### config.mk
export PLATFORM = sky130hd
export DESIGN_NAME = capbi_timer
export DESIGN_NICKNAME = d
export VERILOG_FILES = /design/src/rtl/cbt_pkg.sv /design/src/rtl/cbt_prescaler.sv /design/src/rtl/cbt_sync_edge.sv /design/src/rtl/cbt_channel.sv /design/src/rtl/capbi_timer.sv
export SDC_FILE = /design/constraint.sdc
export NUM_CORES = 1
export LEC_CHECK = 0
export ABC_AREA = 0
export BUFFER_PORTS_ARGS = -buffer_cell sky130_fd_sc_hd__buf_2
export CORE_UTILIZATION = 30
export DETAILED_ROUTE_END_ITERATION = 8
export GPL_TIMING_DRIVEN = 0
export PLACE_DENSITY = 0.49
export SKIP_CTS_REPAIR_TIMING = 1
export SLEW_MARGIN = 20
export SYNTH_ARGS = -nofsm -noshare
export SYNTH_HDL_FRONTEND = slang
export SYNTH_SLANG_ARGS = --single-unit
export TNS_END_PERCENT = 1
### constraint.sdc
create_clock -name clk -period 5.55 [get_ports clk]
set_input_delay 1.11 -clock clk [delete_from_list [all_inputs] [get_ports clk]]
set_output_delay 1.11 -clock clk [all_outputs]
set_load 0.03 [all_outputs]
### src/rtl/cbt_pkg.sv
package cbt_pkg;

    typedef enum logic [1:0] {
        CH_STOP = 2'd0,
        CH_LOAD = 2'd1,
        CH_RUN  = 2'd2
    } ch_state_e;

    localparam int CTRL_RUN_BIT = 0;
    localparam int CTRL_BIV_BIT = 1;
    localparam int CTRL_SEL_LSB = 2;

    localparam logic [1:0] FLD_CTRL = 2'd0;
    localparam logic [1:0] FLD_PRIM = 2'd1;
    localparam logic [1:0] FLD_ALT  = 2'd2;

endpackage

### src/rtl/cbt_prescaler.sv
module cbt_prescaler #(
    parameter int PRE_W = 8,
    parameter int SEL_W = 3
) (
    input  logic             clk,
    input  logic             rst_n,
    input  logic             en,
    input  logic [SEL_W-1:0] sel,
    output logic             tick
);
    logic [PRE_W-1:0] cnt_q;
    logic [PRE_W-1:0] mask;

    // Low (sel+1) bits set: the tick fires once per 2^(sel+1) clocks
    always_comb begin
        for (int i = 0; i < PRE_W; i++) begin
            mask[i] = (i <= int'(sel));
        end
    end

    assign tick = en & ((cnt_q & mask) == mask);

    always_ff @(posedge clk) begin
        if (!rst_n) begin
            cnt_q <= '0;
        end else if (en) begin
            cnt_q <= cnt_q + 1'b1;
        end else begin
            cnt_q <= '0;
        end
    end

    // the fastest ratio is /2, so two ticks never touch
    a_r2_tick_spacing: assert property (@(posedge clk) disable iff (!rst_n)
        tick |=> !tick);

endmodule

### src/rtl/cbt_sync_edge.sv
module cbt_sync_edge #(
    parameter int STAGES = 2
) (
    input  logic clk,
    input  logic rst_n,
    input  logic pin,
    output logic rise
);
    localparam int DEPTH = STAGES + 1;

    logic [DEPTH-1:0] shf_q;

    always_ff @(posedge clk) begin
        if (!rst_n) begin
            shf_q <= '0;
        end else begin
            shf_q <= {shf_q[DEPTH-2:0], pin};
        end
    end

    assign rise = shf_q[STAGES-1] & ~shf_q[STAGES];

    // one detect per synchronized edge
    a_r5_single_rise: assert property (@(posedge clk) disable iff (!rst_n)
        rise |=> !rise);

endmodule

### src/rtl/cbt_channel.sv
module cbt_channel
    import cbt_pkg::*;
#(
    parameter int CNT_W = 16,
    parameter int SEL_W = 3
) (
    input  logic             clk,
    input  logic             rst_n,
    input  logic             wr_ctrl,
    input  logic             wr_prim,
    input  logic             wr_alt,
    input  logic [CNT_W-1:0] wr_data,
    input  logic             tick,
    input  logic             cap_evt,
    output logic [CNT_W-1:0] count,
    output logic [CNT_W-1:0] cap_val,
    output logic             tc,
    output logic             wrap,
    output logic             active,
    output logic [SEL_W-1:0] sel
);
    ch_state_e        state_q, state_d;
    logic [CNT_W-1:0] count_q, prim_q, cap_q, rl_val;
    logic             tc_q, alt_q, bival_q;
    logic [SEL_W-1:0] sel_q;
    logic             reload;

    // ---------------- state register ----------------
    always_ff @(posedge clk) begin
        if (!rst_n) state_q <= CH_STOP;
        else        state_q <= state_d;
    end

    always_comb begin
        state_d = state_q;
        unique case (state_q)
            CH_STOP: state_d = CH_STOP;
            CH_LOAD: if (tick) state_d = CH_RUN;
            CH_RUN:  state_d = CH_RUN;
            default: state_d = CH_STOP;
        endcase
        if (wr_ctrl) begin
            if (!wr_data[CTRL_RUN_BIT])  state_d = CH_STOP;
            else if (state_q == CH_STOP) state_d = CH_LOAD;
        end
    end

    // ---------------- outputs ----------------
    assign wrap   = tick && (state_q == CH_RUN) && (count_q == '0);
    assign reload = wrap || (tick && (state_q == CH_LOAD));
    assign rl_val = (bival_q && alt_q) ? cap_q : prim_q;

    always_ff @(posedge clk) begin
        if (!rst_n) begin
            count_q <= '0;
            tc_q    <= 1'b0;
            alt_q   <= 1'b0;
        end else begin
            tc_q <= wrap;
            if (reload)                          count_q <= rl_val;
            else if (tick && state_q == CH_RUN)  count_q <= count_q - 1'b1;
            if (!bival_q)    alt_q <= 1'b0;
            else if (reload) alt_q <= ~alt_q;
        end
    end

    // ---------------- configuration and capture ----------------
    always_ff @(posedge clk) begin
        if (!rst_n) begin
            prim_q  <= '0;
            cap_q   <= '0;
            bival_q <= 1'b0;
            sel_q   <= '0;
        end else begin
            if (wr_ctrl) begin
                bival_q <= wr_data[CTRL_BIV_BIT];
                sel_q   <= wr_data[CTRL_SEL_LSB +: SEL_W];
            end
            if (wr_prim) prim_q <= wr_data;
            if (wr_alt)                    cap_q <= wr_data;
            else if (cap_evt && !bival_q)  cap_q <= count_q;
        end
    end

    assign count   = count_q;
    assign cap_val = cap_q;
    assign tc      = tc_q;
    assign active  = (state_q != CH_STOP);
    assign sel     = sel_q;

    // a stopped channel keeps its count
    a_r3_stop_holds: assert property (@(posedge clk) disable iff (!rst_n)
        (state_q == CH_STOP) |=> $stable(count_q));
    // one step down per tick while running above zero
    a_r3_step_down: assert property (@(posedge clk) disable iff (!rst_n)
        (tick && state_q == CH_RUN && count_q != '0) |=> (count_q == $past(count_q) - 1'b1));
    // the terminal-count pulse lasts one cycle
    a_r4_tc_single: assert property (@(posedge clk) disable iff (!rst_n)
        tc_q |=> !tc_q);
    // outside bi-value the reload comes from the primary constant
    a_r4_reload_prim: assert property (@(posedge clk) disable iff (!rst_n)
        (wrap && !bival_q && !wr_prim) |=> (count_q == $past(prim_q)));
    // each bi-value reload swaps the source constant
    a_r7_alternate: assert property (@(posedge clk) disable iff (!rst_n)
        (reload && bival_q) |=> (alt_q != $past(alt_q)));
    // in bi-value mode only a write changes the capture register
    a_r8_cap_frozen: assert property (@(posedge clk) disable iff (!rst_n)
        (bival_q && !wr_alt) |=> $stable(cap_q));
    // a capture takes the live count
    a_r5_capture_live: assert property (@(posedge clk) disable iff (!rst_n)
        (cap_evt && !bival_q && !wr_alt) |=> (cap_q == $past(count_q)));

endmodule

### src/rtl/capbi_timer.sv
module capbi_timer
    import cbt_pkg::*;
#(
    parameter int CNT_W = 16,
    parameter int PRE_W = 8,
    parameter int SEL_W = 3,
    parameter int SYNC_STAGES = 2
) (
    input  logic             clk,
    input  logic             rst_n,
    input  logic             wr_en,
    input  logic [2:0]       wr_addr,
    input  logic [CNT_W-1:0] wr_data,
    input  logic [1:0]       cap_pin,
    input  logic [1:0]       sw_cap,
    input  logic             cascade_en,
    output logic [1:0]       tc,
    output logic [CNT_W-1:0] count0,
    output logic [CNT_W-1:0] count1,
    output logic [CNT_W-1:0] cap0,
    output logic [CNT_W-1:0] cap1
);
    localparam int NCH = 2;

    logic [NCH-1:0]   hit, pin_rise, cap_evt, pre_en, pre_tick, active;
    logic [SEL_W-1:0] sel0, sel1;
    logic [1:0]       fld;
    logic             tick0, tick1, wrap0, wrap1;

    assign fld = wr_addr[1:0];
    assign hit = {wr_en & wr_addr[2], wr_en & ~wr_addr[2]};

    // Cascade: channel 1's prescaler clocks channel 0, channel 0's is held
    assign pre_en[0] = ~cascade_en & active[0];
    assign pre_en[1] = cascade_en ? active[0] : active[1];
    assign tick0     = cascade_en ? pre_tick[1] : pre_tick[0];
    assign tick1     = cascade_en ? wrap0 : pre_tick[1];

    for (genvar g = 0; g < NCH; g++) begin : g_front
        cbt_sync_edge #(.STAGES(SYNC_STAGES)) u_sync (
            .clk  (clk),
            .rst_n(rst_n),
            .pin  (cap_pin[g]),
            .rise (pin_rise[g])
        );
        assign cap_evt[g] = pin_rise[g] | sw_cap[g];

        cbt_prescaler #(.PRE_W(PRE_W), .SEL_W(SEL_W)) u_pre (
            .clk  (clk),
            .rst_n(rst_n),
            .en   (pre_en[g]),
            .sel  ((g == 0) ? sel0 : sel1),
            .tick (pre_tick[g])
        );
    end

    cbt_channel #(.CNT_W(CNT_W), .SEL_W(SEL_W)) u_ch0 (
        .clk    (clk),
        .rst_n  (rst_n),
        .wr_ctrl(hit[0] && fld == FLD_CTRL),
        .wr_prim(hit[0] && fld == FLD_PRIM),
        .wr_alt (hit[0] && fld == FLD_ALT),
        .wr_data(wr_data),
        .tick   (tick0),
        .cap_evt(cap_evt[0]),
        .count  (count0),
        .cap_val(cap0),
        .tc     (tc[0]),
        .wrap   (wrap0),
        .active (active[0]),
        .sel    (sel0)
    );

    cbt_channel #(.CNT_W(CNT_W), .SEL_W(SEL_W)) u_ch1 (
        .clk    (clk),
        .rst_n  (rst_n),
        .wr_ctrl(hit[1] && fld == FLD_CTRL),
        .wr_prim(hit[1] && fld == FLD_PRIM),
        .wr_alt (hit[1] && fld == FLD_ALT),
        .wr_data(wr_data),
        .tick   (tick1),
        .cap_evt(cap_evt[1]),
        .count  (count1),
        .cap_val(cap1),
        .tc     (tc[1]),
        .wrap   (wrap1),
        .active (active[1]),
        .sel    (sel1)
    );

    // each reload event shows up on tc one edge later
    a_r4_wrap_tc0: assert property (@(posedge clk) disable iff (!rst_n)
        wrap0 |=> tc[0]);
    a_r4_wrap_tc1: assert property (@(posedge clk) disable iff (!rst_n)
        wrap1 |=> tc[1]);
    // in cascade the upper channel moves only on a lower reload
    a_r9_upper_gated: assert property (@(posedge clk) disable iff (!rst_n)
        (cascade_en && !wrap0 && active[1]) |=> $stable(count1));

endmodule

==> results of run 1 <==
layout by cell type, fill, tap and decap left out, types with 10 or more instances in the layout:
cell type,n
clkbuf_1,49
and3_1,15
o211ai_1,11
a211oi_1,40
nand3_1,21
dfxtp_1,134
a21oi_1,85
inv_1,15
clkbuf_16,17
ha_1,10
nor3_1,20
nor2_1,91
buf_2,92
mux2i_1,48
o21ai_0,22
a31oi_1,11
o21bai_1,10
nand2_1,106
per-stage QoR:
step | util | std cells | setup slack [ns] | total power, mW
floorplan | - | 821 | 2.83 | 1.13
CTS | 0.371 | 1224 | 2.20 | 2.39
finish | 0.371 | 1224 | 2.12 | 2.38
global placement | 0.343 | 1192 | 1.79 | 1.21
global route | 0.371 | 1224 | 2.00 | 2.45
detailed placement | 0.343 | 1192 | 1.76 | 1.21
logic make-up (layout without fill, tap and decap cells):
group	after synthesis	after routing	share of synthesized area
xor+xnor	13	13	0.0170
buf+inv	73	196	0.0461
mux	54	54	0.0817
simple gates	310	310	0.216
flops	134	134	0.400
fa+ha+maj	10	10	0.0187
compound gates	227	227	0.220
routing by layer:
metal,track usage,share of wire
met1,0.313,0.48
met2,0.336,0.44
met3,0.0371,0.052
met4,0.0752,0.023
met5,0,0
flip-flops by register name (all words and copies together), names as in the netlist, 6 cells and up:
signal	cells
u_ch0.prim_q	16
u_ch1.prim_q	16
u_ch0.count	16
u_ch1.cap_val	16
g_front.u_sync.shf_q	6
u_ch0.cap_val	16
u_ch1.count	16
g_front.u_pre.cnt_q	16
final cells by class:
cell class,instances,area share
Multi-Input combinational cell,614,0.457
Timing Repair Buffer,91,0.0561
Sequential cell,134,0.330
Clock buffer,22,0.0571
Inverter,16,0.00739
Tap cell,280,0.0431
Buffer,57,0.0306
Clock inverter,10,0.0182
worst paths after layout:
kind,from,end,slack [ns]
max,cascade_en,u_ch0.count[8],2.12
min,g_front[0].u_sync.shf_q[0],g_front[0].u_sync.shf_q[1],0.44
max reg2reg,u_ch0.state_q[0],u_ch0.count[8],2.40
min reg2reg,g_front[0].u_sync.shf_q[0],g_front[0].u_sync.shf_q[1],0.44
report_power, final:
| part | switching, mW | total (mW) | internal [mW] |
|---|---|---|---|
| logic | 0.133 | 0.182 | 0.0498 |
| registers | 0.0202 | 1.01 | 0.986 |
| clock network | 0.456 | 1.19 | 0.734 |
| total | 0.608 | 2.38 | 1.77 |
worst max-delay path: stages:
cell	delay (ns)
buf_2	0.21
mux2i_1	0.38
nand3_1	0.17
nor4_2	0.73
a22oi_1	0.39
clkbuf_1	0.37
o211ai_1	0.26
o31ai_1	0.09
==> impl_metrics.yaml, run 1 <==
sta:
  period_share: 0.618
  finalHoldViolCount: 0
  drv_slew: 0
  finalSetupTns_ns: 0
  maxSlewHeadroom: 0.216
  setup_violations: 0
  fin_skew_ns: 0.0109
  rsz0062_at_grt: "false"
  tightest_slew_ns: 1.17
  hold_slack_ns: 0.439
  min_period_ns: 3.43
  max_freq_mhz: 292
synthesis:
  synth_cell_type_count: 67
  synth_seq_cells: 134
  synth_cells: 821
  yosys-top-cells-count: "134 x dfxtp_1, 106 x nand2_1, 91 x nor2_1"
  seq_area_frac_synth: 0.400
  syn_avg_cell_area_um2: 8.17
  synth_most_common_cell: "dfxtp_1"
  yosys.area.top_type_share: 0.400
  yosysTopAreaCell: "dfxtp_1"
  synth_async_sr_flop_share: 0
  ys_warn_count: 0
  syn_nets: 858
  netlist_area_um2: 6710
  ys_top_cells_by_area: "dfxtp_1 40%, mux2i_1 7.2%, a21oi_1 6.3%"
  synth_edf_count: 0
  synth_flop_cell: "dfxtp_1"
min_path:
  hold_class: "register to register"
  hold_depth: 1
routing:
  post_drt_wl_per_cell_um: 20.1
  drc: 0
  vias_per_cell: 5.39
  ant_nets: 0
  vias: 6598
  first_pass_iters: 5
  drt_iter0_drc: 467
  drt-total-wl_mm: 24.6
layout:
  area_growth_pct: 21.1
  drive_gt1_frac: 0.159
  regArea_um2: 2680
  final_nets: 968
  antennaDiodeCount: 0
  final_area_um2: 8130
  multiInputGateArea_um2: 3720
  fillers: 2352
floorplanning:
  die_area_um2: 23000
  start_util: 0.306
  die_width_um: 152
  core_um2: 21900
  die_h_um: 152
  io_pins: 93
  core.rowCount: 54
setup_path:
  cp-end-kind: "register"
  path_class: "input pin to register"
  worst_setup_path_start_kind: "input pin"
  cp.arrival_ns: 3.71
  cp_data_required_time_ns: 5.83
  crit_fanout: 10
  reg2reg_depth: 9
placement:
  io_buffer_count: 91
  post_dp_cell_area_um2: 7510
  gp_congestion: 0.865
  dp.final_hpwl_mm: 18.0
clock_network:
  clockRootBuffer: "clkbuf_16"
  cts-buffers-inserted: 17
  cts_htree_levels: 4
  cts_tree: "built"
  clk_pin_slew_ns: 0.06
  clk_latency_ns: 0.43
  cts.path.max_buffers: 2
  clock-sinks: 134
job:
  drv_cap: 0
grt:
  grt_pass1_vias: 6169
  grt_first_pass_wirelength_mm: 37.4
  antenna_found_initial: 0
  grt_remaining_overflow: 0
  grt_max_degree: 17
  track_usage: 0.221
run_status:
  outcome: "finished clean"
power_and_ir_drop:
  p_leak_nw: 3.21
  ir_drop_uv: 148
  power_density_nw_per_um2: 293
Note: power is estimated with default switching activity, not from simulation.
==> inputs of run 2 (changes only) <==
==> constraint.sdc (replaced) <==
create_clock -name clk -period 3.2 [get_ports clk]
set_input_delay 0.64 -clock clk [delete_from_list [all_inputs] [get_ports clk]]
set_output_delay 0.64 -clock clk [all_outputs]
set_load 0.03 [all_outputs]
==> run 2 against run 1 <==
Compared with the run above: critical path depth rose by 1; hold slack got worse by 0.018 ns; clock skew rose by 0.00058 ns; core utilization rose by 0.057 points; sequential share of layout area fell by 0.051 points; combinational power rose by 74%; critical endpoint is now u_ch1.count[9]; wire length rose by 0.14%; die area did not move; via count barely moved; sequential cell count did not move; sequential power rose by 72%.
==> impl_metrics.yaml, run 2 (same netlist as run 1, synthesis figures left out) <==
routing:
  drt-total-wl_mm: 24.6
  post_drt_wl_per_cell_um: 20.1
  ant_nets: 0
  vias_per_cell: 5.39
  first_pass_iters: 5
  drt_iter0_drc: 468
  vias: 6592
  drc: 0
floorplanning:
  die_width_um: 152
  die_h_um: 152
  io_pins: 93
  start_util: 0.306
  core_um2: 21900
  core.rowCount: 54
  die_area_um2: 23000
grt:
  grt_first_pass_wirelength_mm: 37.4
  grt_max_degree: 17
  grt_pass1_vias: 6169
  grt_remaining_overflow: 0
  antenna_found_initial: 0
  track_usage: 0.221
sta:
  finalHoldViolCount: 0
  fin_skew_ns: 0.0114
  setup_violations: 0
  tightest_slew_ns: 1.16
  drv_slew: 0
  min_period_ns: 3.00
  period_share: 0.936
  rsz0062_at_grt: "false"
  maxSlewHeadroom: 0.218
  hold_slack_ns: 0.421
  finalSetupTns_ns: 0
  max_freq_mhz: 334
setup_path:
  path_class: "register to register"
  crit_path_top_delay_cell: "or4b_2"
  crit_start: "u_ch1.count[1]"
  cp.arrival_ns: 3.27
  cp-end-kind: "register"
  timing.rr.start: "u_ch1.count[1]"
  cp_data_required_time_ns: 3.47
  crit_chain: "inv_1 -> ha_1 -> or4b_2 -> nor2_2 -> a31o_2 -> clkbuf_1 -> nor2_1 -> o21ai_0 -> a21oi_1"
  crit_fanout: 10
  cp_slowest_stage_delay_ns: 0.69
  worst_setup_path_start_kind: "register"
run_status:
  outcome: "finished clean"
layout:
  drive_gt1_frac: 0.160
  most-common-layout-cells: "134 x dfxtp_1, 106 x nand2_1, 92 x buf_2, 91 x nor2_1, 84 x a21oi_1"
  final_common_cell: "dfxtp_1"
  area_growth_pct: 21.3
  final_nets: 968
  antennaDiodeCount: 0
power_and_ir_drop:
  netSwitchingFraction: 0.255
  power_density_nw_per_um2: 506
  ir_drop_uv: 254
  p_clk_frac: 0.500
  pwr-share-comb: 0.077
  p_switching_mw: 1.05
  seqPwrFrac: 0.424
  internal_power_mw: 3.07
  p_leak_nw: 3.21
clock_network:
  cts_tree: "built"
  clock-sinks: 134
  clk_latency_ns: 0.42
  clk_pin_slew_ns: 0.07
  cts-buffers-inserted: 17
  cts_htree_levels: 4
  cts.path.max_buffers: 2
  clockRootBuffer: "clkbuf_16"
placement:
  dp.final_hpwl_mm: 18.0
  io_buffer_count: 91
  gp_congestion: 0.865
min_path:
  hold_class: "input pin to register"
  holdCritStartpoint: "cap_pin[1]"
job:
  drv_cap: 0
run 2: cell count changes in the layout (fill, tap and decap cells not counted):
cell / change
a21oi_1: -1
nor4_4: +1
nor4_2: -1
a21oi_2: +1
run 2: stage by stage:
step / util / setup slack, ns / power [mW] / cells / area, um^2
2_1_floorplan: - / 0.668 / 1.95 / 821 / 6710
6_report: 0.372 / 0.204 / 4.12 / 1224 / 8140
5_1_grt: 0.372 / 0.0224 / 4.26 / 1224 / 8140
3_5_place_dp: 0.343 / -0.125 / 2.10 / 1192 / 7510
3_3_place_gp: 0.343 / -0.0905 / 2.10 / 1192 / 7510
4_1_cts: 0.371 / 0.119 / 4.14 / 1224 / 8130
run 2: per-layer routing:
metal / vias up / share of wire / global-route usage
met1: 3171 / 0.49 / 0.313
met2: 214 / 0.44 / 0.336
met5: - / 0 / 0
met3: 33 / 0.050 / 0.0371
met4: 0 / 0.022 / 0.0752
li1: 3174 / - / -
run 2: final timing paths:
check | slack, ns | depth (start not counted) | endpoint
worst max-delay path | 0.20 | 9 | u_ch1.count[9]
worst min-delay path | 0.42 | 2 | g_front[1].u_sync.shf_q[0]
worst max register to register | 0.20 | 9 | u_ch1.count[9]
worst min register to register | 0.44 | 1 | g_front[0].u_sync.shf_q[1]
run 2: cell type report:
class / instances / area, um^2
Timing Repair Buffer: 91 / 455
Fill cell: 2350 / 13800
Buffer: 57 / 249
Clock inverter: 10 / 148
Sequential cell: 134 / 2680
Multi-Input combinational cell: 614 / 3730
Clock buffer: 22 / 464
Inverter: 16 / 60.1
Tap cell: 280 / 350
run 2: worst max-delay path, delay by kind of cell, from the launching register on:
family | cells | cell delay [ns]
buf+inv | 2 | 0.51
flops | 1 | 0.41
compound gates | 3 | 0.52
fa+ha+maj | 1 | 0.20
simple gates | 3 | 1.19
run 2: power by group through the flow:
stage / registers (mW) / logic [mW] / clock network, mW
finish: 1.74 / 0.316 / 2.06
detailed placement: 1.78 / 0.314 / 0
CTS: 1.74 / 0.315 / 2.08
floorplan: 1.82 / 0.131 / 0
global placement: 1.78 / 0.314 / 0
global route: 1.75 / 0.341 / 2.17
